===== config.mk =====
export PLATFORM = sky130hd
export DESIGN_NAME = vtg_top
export DESIGN_NICKNAME = d
export VERILOG_FILES = /design/src/rtl/vtg_pkg.sv /design/src/rtl/vtg_shadow.sv /design/src/rtl/vtg_derive.sv /design/src/rtl/vtg_scan.sv /design/src/rtl/vtg_top.sv
export SDC_FILE = /design/constraint.sdc
export NUM_CORES = 1
export LEC_CHECK = 0
export ABC_AREA = 1
export BUFFER_PORTS_ARGS = -buffer_cell sky130_fd_sc_hd__buf_2
export CORE_ASPECT_RATIO = 1.25
export CORE_UTILIZATION = 56
export CTS_BUF_LIST = sky130_fd_sc_hd__clkbuf_8
export CTS_CLUSTER_SIZE = 20
export DETAILED_ROUTE_END_ITERATION = 10
export GPL_TIMING_DRIVEN = 0
export PLACE_DENSITY = 0.83
export SYNTH_ARGS = -nofsm -noshare
export SYNTH_HDL_FRONTEND = slang
export SYNTH_HIERARCHICAL = 1
export SYNTH_SLANG_ARGS = --single-unit

===== constraint.sdc =====
create_clock -name clk -period 9.9 [get_ports clk]
set_input_delay 0.495 -clock clk [delete_from_list [all_inputs] [get_ports clk]]
set_output_delay 0.495 -clock clk [all_outputs]
set_load 0.005 [all_outputs]

===== src/rtl/vtg_pkg.sv =====
package vtg_pkg;
    localparam int CW      = 12;
    localparam int DLY_W   = 5;
    localparam int DLY_MAX = 30;
    localparam int SEC_ADJ = 2;

    typedef logic [CW-1:0] cnt_t;

    typedef struct packed {
        cnt_t h_act;
        cnt_t h_tot;
        cnt_t h_bp;
        cnt_t h_sw;
        cnt_t v_act;
        cnt_t v_tot;
        cnt_t v_bp;
        cnt_t v_sw;
        logic hs_low;
        logic vs_low;
        logic ilace;
        logic chan_sec;
    } vcfg_t;
endpackage


===== src/rtl/vtg_shadow.sv =====
module vtg_shadow
    import vtg_pkg::*;
(
    input  logic  clk,
    input  logic  rst_n,
    input  logic  load,
    input  vcfg_t cfg_in,
    output vcfg_t cfg_q
);
    vcfg_t cfg_d;

    always_comb begin
        cfg_d = cfg_q;
        if (load) begin
            cfg_d = cfg_in;
        end
    end

    always_ff @(posedge clk or negedge rst_n) begin
        if (!rst_n) begin
            cfg_q <= '0;
        end else begin
            cfg_q <= cfg_d;
        end
    end
endmodule


===== src/rtl/vtg_derive.sv =====
module vtg_derive
    import vtg_pkg::*;
(
    input  vcfg_t            cfg,
    output cnt_t             v_lines,
    output cnt_t             v_act_f,
    output logic [DLY_W-1:0] delay,
    output cnt_t             pre_line
);
    localparam cnt_t ADJ_C = cnt_t'(SEC_ADJ);
    localparam cnt_t MAX_C = cnt_t'(DLY_MAX);

    cnt_t frame_lines;
    cnt_t blank;
    cnt_t field_blank;
    cnt_t adj;
    cnt_t dly_w;

    always_comb begin
        frame_lines = (cfg.chan_sec && !cfg.ilace) ? (cfg.v_tot >> 1) : cfg.v_tot;
        v_lines     = (cfg.chan_sec || cfg.ilace) ? (cfg.v_tot >> 1) : cfg.v_tot;
        v_act_f     = cfg.ilace ? (cfg.v_act >> 1) : cfg.v_act;
        blank       = (frame_lines > cfg.v_act) ? (frame_lines - cfg.v_act) : '0;
        field_blank = cfg.ilace ? (blank >> 1) : blank;
        if (cfg.chan_sec) begin
            adj = (field_blank > ADJ_C) ? (field_blank - ADJ_C) : '0;
        end else begin
            adj = field_blank;
        end
        dly_w = (adj > MAX_C) ? MAX_C : adj;
        delay = dly_w[DLY_W-1:0];
        if (cfg.v_bp >= dly_w) begin
            pre_line = cfg.v_bp - dly_w;
        end else begin
            pre_line = cfg.v_bp + v_lines - dly_w;
        end
    end
endmodule


===== src/rtl/vtg_scan.sv =====
module vtg_scan
    import vtg_pkg::*;
(
    input  logic clk,
    input  logic rst_n,
    input  logic enable,
    input  logic pix_en,
    input  cnt_t h_tot,
    input  cnt_t v_lines,
    input  logic ilace,
    output cnt_t h_q,
    output cnt_t v_q,
    output logic field_q,
    output logic run_q,
    output logic frame_end
);
    typedef struct packed {
        logic run;
        cnt_t h;
        cnt_t v;
        logic field;
    } scan_t;

    scan_t st_q, st_d;
    logic  h_last, v_last;

    always_comb begin
        h_last    = ({1'b0, st_q.h} + 1'b1) >= {1'b0, h_tot};
        v_last    = ({1'b0, st_q.v} + 1'b1) >= {1'b0, v_lines};
        frame_end = st_q.run && pix_en && h_last && v_last && (!ilace || st_q.field);
        st_d      = st_q;
        if (!enable) begin
            st_d = '0;
        end else begin
            st_d.run = 1'b1;
            if (st_q.run && pix_en) begin
                if (h_last) begin
                    st_d.h = '0;
                    if (v_last) begin
                        st_d.v     = '0;
                        st_d.field = ilace ? ~st_q.field : 1'b0;
                    end else begin
                        st_d.v = st_q.v + 1'b1;
                    end
                end else begin
                    st_d.h = st_q.h + 1'b1;
                end
            end
        end
    end

    always_ff @(posedge clk or negedge rst_n) begin
        if (!rst_n) begin
            st_q <= '0;
        end else begin
            st_q <= st_d;
        end
    end

    assign h_q     = st_q.h;
    assign v_q     = st_q.v;
    assign field_q = st_q.field;
    assign run_q   = st_q.run;
endmodule


===== src/rtl/vtg_top.sv =====
module vtg_top
    import vtg_pkg::*;
(
    input  logic             clk,
    input  logic             rst_n,
    input  logic             pix_en,
    input  logic             enable,
    input  logic [CW-1:0]    cfg_h_active,
    input  logic [CW-1:0]    cfg_h_total,
    input  logic [CW-1:0]    cfg_h_bp,
    input  logic [CW-1:0]    cfg_h_sync,
    input  logic [CW-1:0]    cfg_v_active,
    input  logic [CW-1:0]    cfg_v_total,
    input  logic [CW-1:0]    cfg_v_bp,
    input  logic [CW-1:0]    cfg_v_sync,
    input  logic             cfg_hs_low,
    input  logic             cfg_vs_low,
    input  logic             cfg_interlace,
    input  logic             cfg_chan_sec,
    output logic             out_en,
    output logic             hsync,
    output logic             vsync,
    output logic             de,
    output logic [CW-1:0]    pos_x,
    output logic [CW-1:0]    pos_y,
    output logic             frame_start,
    output logic             field,
    output logic             pre_start,
    output logic [DLY_W-1:0] start_delay
);
    vcfg_t cfg_in, cfg_q;
    cnt_t  v_lines, v_act_f, pre_line, h_q, v_q;
    logic  field_q, run_q, frame_end;
    logic  hs_raw, vs_raw, h_win, v_win;
    logic [CW:0] h_end, v_end;

    always_comb begin
        cfg_in.h_act    = cfg_h_active;
        cfg_in.h_tot    = cfg_h_total;
        cfg_in.h_bp     = cfg_h_bp;
        cfg_in.h_sw     = cfg_h_sync;
        cfg_in.v_act    = cfg_v_active;
        cfg_in.v_tot    = cfg_v_total;
        cfg_in.v_bp     = cfg_v_bp;
        cfg_in.v_sw     = cfg_v_sync;
        cfg_in.hs_low   = cfg_hs_low;
        cfg_in.vs_low   = cfg_vs_low;
        cfg_in.ilace    = cfg_interlace;
        cfg_in.chan_sec = cfg_chan_sec;
    end

    vtg_shadow u_shadow (
        .clk    (clk),
        .rst_n  (rst_n),
        .load   (!run_q || frame_end),
        .cfg_in (cfg_in),
        .cfg_q  (cfg_q)
    );

    vtg_derive u_derive (
        .cfg      (cfg_q),
        .v_lines  (v_lines),
        .v_act_f  (v_act_f),
        .delay    (start_delay),
        .pre_line (pre_line)
    );

    vtg_scan u_scan (
        .clk       (clk),
        .rst_n     (rst_n),
        .enable    (enable),
        .pix_en    (pix_en),
        .h_tot     (cfg_q.h_tot),
        .v_lines   (v_lines),
        .ilace     (cfg_q.ilace),
        .h_q       (h_q),
        .v_q       (v_q),
        .field_q   (field_q),
        .run_q     (run_q),
        .frame_end (frame_end)
    );

    always_comb begin
        h_end       = {1'b0, cfg_q.h_bp} + {1'b0, cfg_q.h_act};
        v_end       = {1'b0, cfg_q.v_bp} + {1'b0, v_act_f};
        hs_raw      = h_q < cfg_q.h_sw;
        vs_raw      = v_q < cfg_q.v_sw;
        h_win       = (h_q >= cfg_q.h_bp) && ({1'b0, h_q} < h_end);
        v_win       = (v_q >= cfg_q.v_bp) && ({1'b0, v_q} < v_end);
        out_en      = run_q;
        hsync       = run_q && (hs_raw ^ cfg_q.hs_low);
        vsync       = run_q && (vs_raw ^ cfg_q.vs_low);
        de          = run_q && h_win && v_win;
        frame_start = run_q && pix_en && (h_q == '0) && (v_q == '0) && !field_q;
        pre_start   = run_q && pix_en && (h_q == '0) && (v_q == pre_line);
        pos_x       = h_q;
        pos_y       = v_q;
        field       = field_q;
    end
endmodule


[Yosys cells after proc, flatten, opt, wreduce, memory -nomap -nowiden]
Index checks and enable logic that the tools add are counted.
Storage, ports and cells
  register bits: 126
  output and inout port bits: 36
  word-level logic and storage cells: 87
Cells by class
  add/sub/neg operators: 11
  $lt $le $gt $ge: 12
  equal/unequal tests: 4
  multiplexer cells: 16
  bitwise operators: 3
  reduce and logical (&&, ||, !) cells: 25
Operators by type and width (count)
  $mux 12: 11
  $ge 12x12->1: 3
  $sub 12x12->12: 3
  $add 12x1->13 const B: 2
  $add 12x12->13: 2
  $ge 13x12->1: 2
  $lt 12x13->1: 2
  $mux 26: 1
  $mux 25: 1
  $add 12x1->12 const B: 2
  $logic_not 12->1: 2
  $lt 12x12->1: 2
  $logic_and 1x1->1: 15
  $mux 13: 1
  $add 12x12->12: 1
  $eq 12x12->1: 1
  $gt 12x12->1: 1
  $gt 12x2->1 const B: 1
  $gt 12x5->1 const B: 1
  $sub 12x2->12 const B: 1
  $ne 2x1->1 const B: 3
  $logic_not 1->1: 3
  $logic_or 1x1->1: 3
  $reduce_and 3->1: 1
  other kinds (4): 6

[Depth between registers and ports, before layout]
  depth in word-level cells: 15
  mapped depth: 55
  mapped depth without buffers: 53

[By module]
The synthesis kept the hierarchy.
Modules (own cells, without submodules)
  vtg_shadow: times used 1, cells an instance 422, area each 3802.4 sq um, seq. area each 2502.4 sq um
  vtg_derive: times used 1, cells an instance 618, area each 3394.5 sq um, seq. area each 0.0 sq um
  vtg_top: times used 1, cells an instance 482, area each 3015.4 sq um, seq. area each 0.0 sq um
  vtg_scan: times used 1, cells an instance 337, area each 2306.0 sq um, seq. area each 650.6 sq um

[Worst setup path before layout]
No wires, ideal clock.
  kind: register to output
  from: register, netlist name u_shadow/cfg_q[1]
  to: output port pre_start
  arrival: 7003 ps
  data required time: 9405 ps
  setup slack: 2402 ps
  stages on the path, launching flop included: 55
  path buffers: 3
  cell sequence: dfrtp_1 > buf_2 > buf_1 > nor2_1 > inv_1 > o21ai_0 > ha_1 > inv_1 > fa_1 > nand3_1 > nand3_2 > nand3_1 > nand3_2 > buf_6 > nand3_2 > nand2_1 > nand2_2 > ha_1 > [19 not listed] > a21oi_1 > nor2_1 > o21ai_0 > nand2_1 > a21oi_1 > o21ai_0 > nand2_1 > inv_1 > nor2_1 > nor2_1 > nor2_1 > xor2_1 > nand4_1 > nand2_1 > or2_2 > a22oi_1 > nand4_1 > nor2_1
Between the ends
  longest elaborated chain between the ends: 15
  elaborated cells between the ends (all ways): 22
  those cells by class: add/sub: 5; order compare: 4; eq/ne: 1; mux: 8; reduce/logical: 4
RTL lines
  $logic_not 1->1: line vtg_derive.sv:20  | frame_lines = (cfg.chan_sec && !cfg.ilace) ? (cfg.v_tot >> 1) : cfg.v_tot;
  $logic_and 1x1->1: line vtg_derive.sv:20
  $mux 12: line vtg_derive.sv:20
  $sub 12x12->12 / $gt 12x12->1 (equally long branches): line vtg_derive.sv:23  | blank = (frame_lines > cfg.v_act) ? (frame_lines - cfg.v_act) : '0;
  $mux 12: line vtg_derive.sv:23
  $mux 12: line vtg_derive.sv:24  | field_blank = cfg.ilace ? (blank >> 1) : blank;
  $sub 12x2->12 / $gt 12x2->1 (equally long branches): line vtg_derive.sv:26  | adj = (field_blank > ADJ_C) ? (field_blank - ADJ_C) : '0;
  $mux 12: line vtg_derive.sv:26
  $mux 12: line vtg_derive.sv:25  | if (cfg.chan_sec) begin
  $gt 12x5->1: line vtg_derive.sv:30  | dly_w = (adj > MAX_C) ? MAX_C : adj;
  $mux 12: line vtg_derive.sv:30
  $sub 12x12->12, or another cell as far along: line vtg_derive.sv:35  | pre_line = cfg.v_bp + v_lines - dly_w;
  $mux 12 (*): line vtg_derive.sv:32  | if (cfg.v_bp >= dly_w) begin
  named net pre_line[11]: line vtg_top.sv:32  | cnt_t v_lines, v_act_f, pre_line, h_q, v_q;
  $eq 12x12->1 (*): line vtg_top.sv:95  | pre_start = run_q && pix_en && (h_q == '0) && (v_q == pre_line);
  $logic_and 1x1->1 (*): line vtg_top.sv:95
  end: declaration: line vtg_top.sv:28  | output logic pre_start,
The timed path passes the listed nets; every way through them passes the cells marked *.

[Worst setup path after layout]
  from: register, netlist name u_shadow/cfg_q[1]
  to: output port pre_start
Between the ends
  longest elaborated chain between the ends: 15
  elaborated cells between the ends (all ways): 22
  those cells by class: add/sub: 5; order compare: 4; eq/ne: 1; mux: 8; reduce/logical: 4
RTL lines (line)
  $logic_not 1->1: vtg_derive.sv:20
  $logic_and 1x1->1: vtg_derive.sv:20
  $mux 12: vtg_derive.sv:20
  $sub 12x12->12 / $gt 12x12->1 (equally long branches): vtg_derive.sv:23
  $mux 12: vtg_derive.sv:23
  $mux 12: vtg_derive.sv:24
  $sub 12x2->12 / $gt 12x2->1 (equally long branches): vtg_derive.sv:26
  $mux 12: vtg_derive.sv:26
  $mux 12: vtg_derive.sv:25
  $gt 12x5->1: vtg_derive.sv:30
  $mux 12: vtg_derive.sv:30
  $sub 12x12->12, or another cell as far along: vtg_derive.sv:35
  $mux 12 (*): vtg_derive.sv:32
  named net pre_line[11]: vtg_top.sv:32
  $eq 12x12->1 (*): vtg_top.sv:95
  $logic_and 1x1->1 (*): vtg_top.sv:95
Marks and branches as above.

==> flow_summary.json <==
{
  "finalHoldViolCount": 0,
  "hold_buffers": 0,
  "area_growth_pct": 12.8,
  "crit_type": "flip-flop to primary output",
  "grt_max_degree": 67,
  "synth_top_cell_by_area": "dfrtp_1",
  "drive_above_1_share": 0.126,
  "core-area_sq_um": 21700,
  "synth_top_family_by_area": "simple AND/OR/NAND/NOR gates",
  "timing.critical_path.mode_cell": "nand2_1",
  "final_area_sq_um": 14100,
  "synth_cells": 1859,
  "wl_um": 35500,
  "multi_input_area_sq_um": 8110,
  "drt-initial-drc-count": 722,
  "synth-compound-area-share": 0.0761,
  "htree_levels": 4,
  "vias": 12600,
  "finalSetupTns_ns": 0,
  "powerDensity_nw_per_um2": 150,
  "cts_tree": "done",
  "synth_area_sq_um": 12500,
  "cts_root_buf": "clkbuf_8",
  "first_pass_iters": 5,
  "viasPerCell": 5.43,
  "crit_slowest_cell": "dfrtp_1",
  "avgSynthCellArea_sq_um": 6.73,
  "clkTransAtPathRegs_ns": 0.08,
  "hpwl_um": 27600,
  "path_max_fanout": 10,
  "synthTopCellsByArea": "dfrtp_1 (25%), nand2_1 (21%), ha_1 (16%)",
  "cp-start-kind": "flip-flop",
  "skew_ns": 0.0127,
  "tightest_slew_ns": 0.833,
  "antenna_cells": 0,
  "dieArea_sq_um": 23000,
  "cts_buffers": 17,
  "place_area_sq_um": 13600,
  "ys_ff_latch": 126,
  "cp_top_family": "simple AND/OR/NAND/NOR gates",
  "synth-simple-area-share": 0.343,
  "die_h_um": 169,
  "routedWlPerCell_um": 15.3,
  "cts.sinks": 126,
  "hold_path.class": "input port to async pin",
  "grt_pass1_vias": 12400,
  "grt_first_pass_wirelength_um": 57800,
  "crit_buf_inv": 9,
  "grt_use_total": 0.322,
  "num_rows": 60,
  "portBuffers": 139,
  "fin_nets": 2301,
  "crit_path_end_kind": "primary output",
  "clk_latency_ns": 0.47,
  "ant_nets": 0,
  "fin_crit_ns": 9.15,
  "start_util": 0.577,
  "p_total_w": 0.00211,
  "finalMaxSlewViolations": 0,
  "peakVddDrop_uv": 100,
  "seq_area_sq_um": 3150,
  "yosysUniqueCellTypes": 51,
  "min_period_over_period": 0.924,
  "yosysTopAreaCellShare": 0.252,
  "fillers": 1946,
  "setup_violations": 0,
  "ys_warn_count": 6,
  "rsz0062_at_grt": "no",
  "slew-limit-headroom": 0.440,
  "route.detailed.drc": 0,
  "synthAdderAreaFrac": 0.175,
  "max_cap_violations": 0,
  "ys_seq_area_frac": 0.252,
  "die_x_um": 136,
  "status": "complete, no violations",
  "cp.required_ns": 9.41,
  "finalWeightedCongestion": 0.967,
  "p_leak_nw": 8.33,
  "critical_path.max_stage_delay_ns": 0.47,
  "cts_buffer_depth": 2,
  "antenna_found_initial": 0,
  "muxShareOfSynthArea": 0.00120,
  "synth-xor-area-share": 0.0483,
  "arrival_ns": 8.65,
  "fmax_mhz": 109,
  "grt-ovfl-total": 0,
  "ioPinCount": 140
}
==> stage by stage <==
step	hold WS [ns]	util	setup slack [ns]	instances
floorplan	0.199	-	2.40	1870
global placement	0.454	0.627	1.22	2288
detailed placement	0.458	0.629	0.954	2289
CTS	0.0208	0.650	0.449	2320
global route	0.0512	0.651	0.0803	2320
finish	0.00896	0.651	0.754	2320
==> logic make-up (layout without fill, tap and decap cells) <==
| group | Yosys count | after routing |
|---|---|---|
| buf+inv | 311 | 482 |
| fa+ha+maj | 168 | 168 |
| mux | 1 | 1 |
| other cells | 2 | 13 |
| simple gates | 1003 | 1003 |
| xor+xnor | 69 | 69 |
| compound gates | 179 | 179 |
| flops | 126 | 126 |
==> registers in the layout (all words and copies together) (netlist names) <==
register and flops:
u_shadow/cfg_q 100, u_scan/h_q 12, u_scan/v_q 12, u_scan/field_q 1, u_scan/run_q 1
==> where the power goes <==
group / switching, W / total (W) / internal (W)
combinational: 0.000592 / 0.000963 / 0.000371
sequential: 0.0000522 / 0.000606 / 0.000554
clock: 0.000230 / 0.000544 / 0.000314
==> cell usage in the layout (no fill, tap or decap), types with 4 or more instances in the layout <==
| cell type | instances |
|---|---|
| clkbuf_8 | 19 |
| a21o_1 | 5 |
| or2_2 | 6 |
| nor2_1 | 102 |
| nor4_1 | 6 |
| dfrtp_1 | 126 |
| xor2_1 | 49 |
| nand3b_1 | 5 |
| nand3_2 | 15 |
| o21ai_1 | 14 |
| inv_2 | 4 |
| nand3_1 | 99 |
| nor3_1 | 12 |
| inv_1 | 266 |
| clkbuf_1 | 7 |
| nor2_2 | 10 |
| nor2_4 | 4 |
| ha_1 | 156 |
| o21ai_0 | 65 |
| nand2_2 | 4 |
| nand4_1 | 35 |
| xnor2_1 | 20 |
| a21oi_1 | 79 |
| buf_4 | 4 |
| bufinv_16 | 5 |
| conb_1 | 13 |
| fa_1 | 12 |
| nand2_1 | 691 |
| clkinv_4 | 4 |
| buf_6 | 15 |
| buf_2 | 150 |
==> timing repair <==
item,CTS,global route
endpoints found under the setup margin,0,1
gates resized for setup,0,3
setup buffers,0,0
==> synthesized netlist by cell type, drive strengths merged <==
library cell  count
nand3b            5
nand4            39
dfrtp           126
o31ai             1
xnor2            20
nor3             12
a31oi             3
nor4              6
or2               6
or3               1
and2              2
ha              156
fa               12
nand3           115
a22oi             2
clkbuf            8
nor2            116
and3              3
a41o              1
mux2              1
nor3b             1
nand2           697
o21a              1
o21bai            4
buf              32
inv             270
xor2             49
a21oi            80
o21ai            80
a21o              5
a221oi            1
o2111ai           1
conb              2
clkinv            1
==> cell type report <==
type | instances | share of cell area
plain buffers | 40 | 0.0204
inverters | 271 | 0.0721
clock buffers | 19 | 0.0185
multi-input cells | 1433 | 0.575
clock inverters | 12 | 0.0147
flip-flops and latches | 126 | 0.223
repair buffers | 140 | 0.0517
well taps | 279 | 0.0247
==> worst reg2reg max path: stages, from the launching register on <==
cell and delay [ns]:
dfrtp_1 0.49, buf_2 0.26, clkbuf_2 0.28, nor2_1 0.12, clkbuf_1 0.21, clkbuf_1 0.23
o21ai_0 0.56, inv_1 0.10, ha_1 0.31, nand2_1 0.09, inv_1 0.05, a21oi_1 0.18
nand2_1 0.08, nand2_1 0.10, and3_1 0.26, nor3_1 0.06, inv_1 0.05, nand2_1 0.06
inv_2 0.20, buf_2 0.36, nand2_1 0.10, nand2_1 0.08
==> worst paths after layout <==
kind,startpoint,end,slack [ns],cells past startpoint
min in group clk,enable,u_scan/run_q$_DFF_PN0_,0.15,1
worst min-delay path,rst_n,u_scan/v_q[8]$_DFFE_PN0P_,0.009,1
worst max register to register,u_shadow/cfg_q[1]$_DFFE_PN0P_,u_shadow/cfg_q[19]$_DFFE_PN0P_,5.63,21
worst min register to register,u_shadow/cfg_q[60]$_DFFE_PN0P_,u_shadow/cfg_q[60]$_DFFE_PN0P_,0.47,2
max in group asynchronous,rst_n,u_shadow/cfg_q[40]$_DFFE_PN0P_,9.15,2
worst max-delay path,u_shadow/cfg_q[1]$_DFFE_PN0P_,pre_start,0.75,53
==> routing by layer <==
layer,track usage,vias up,part of all wire
met3,0.0588,151,0.066
li1,-,6228,-
met4,0.209,0,0.064
met1,0.341,5730,0.38
met2,0.578,496,0.49
met5,0,-,0
(Power assumes the default switching activity.)
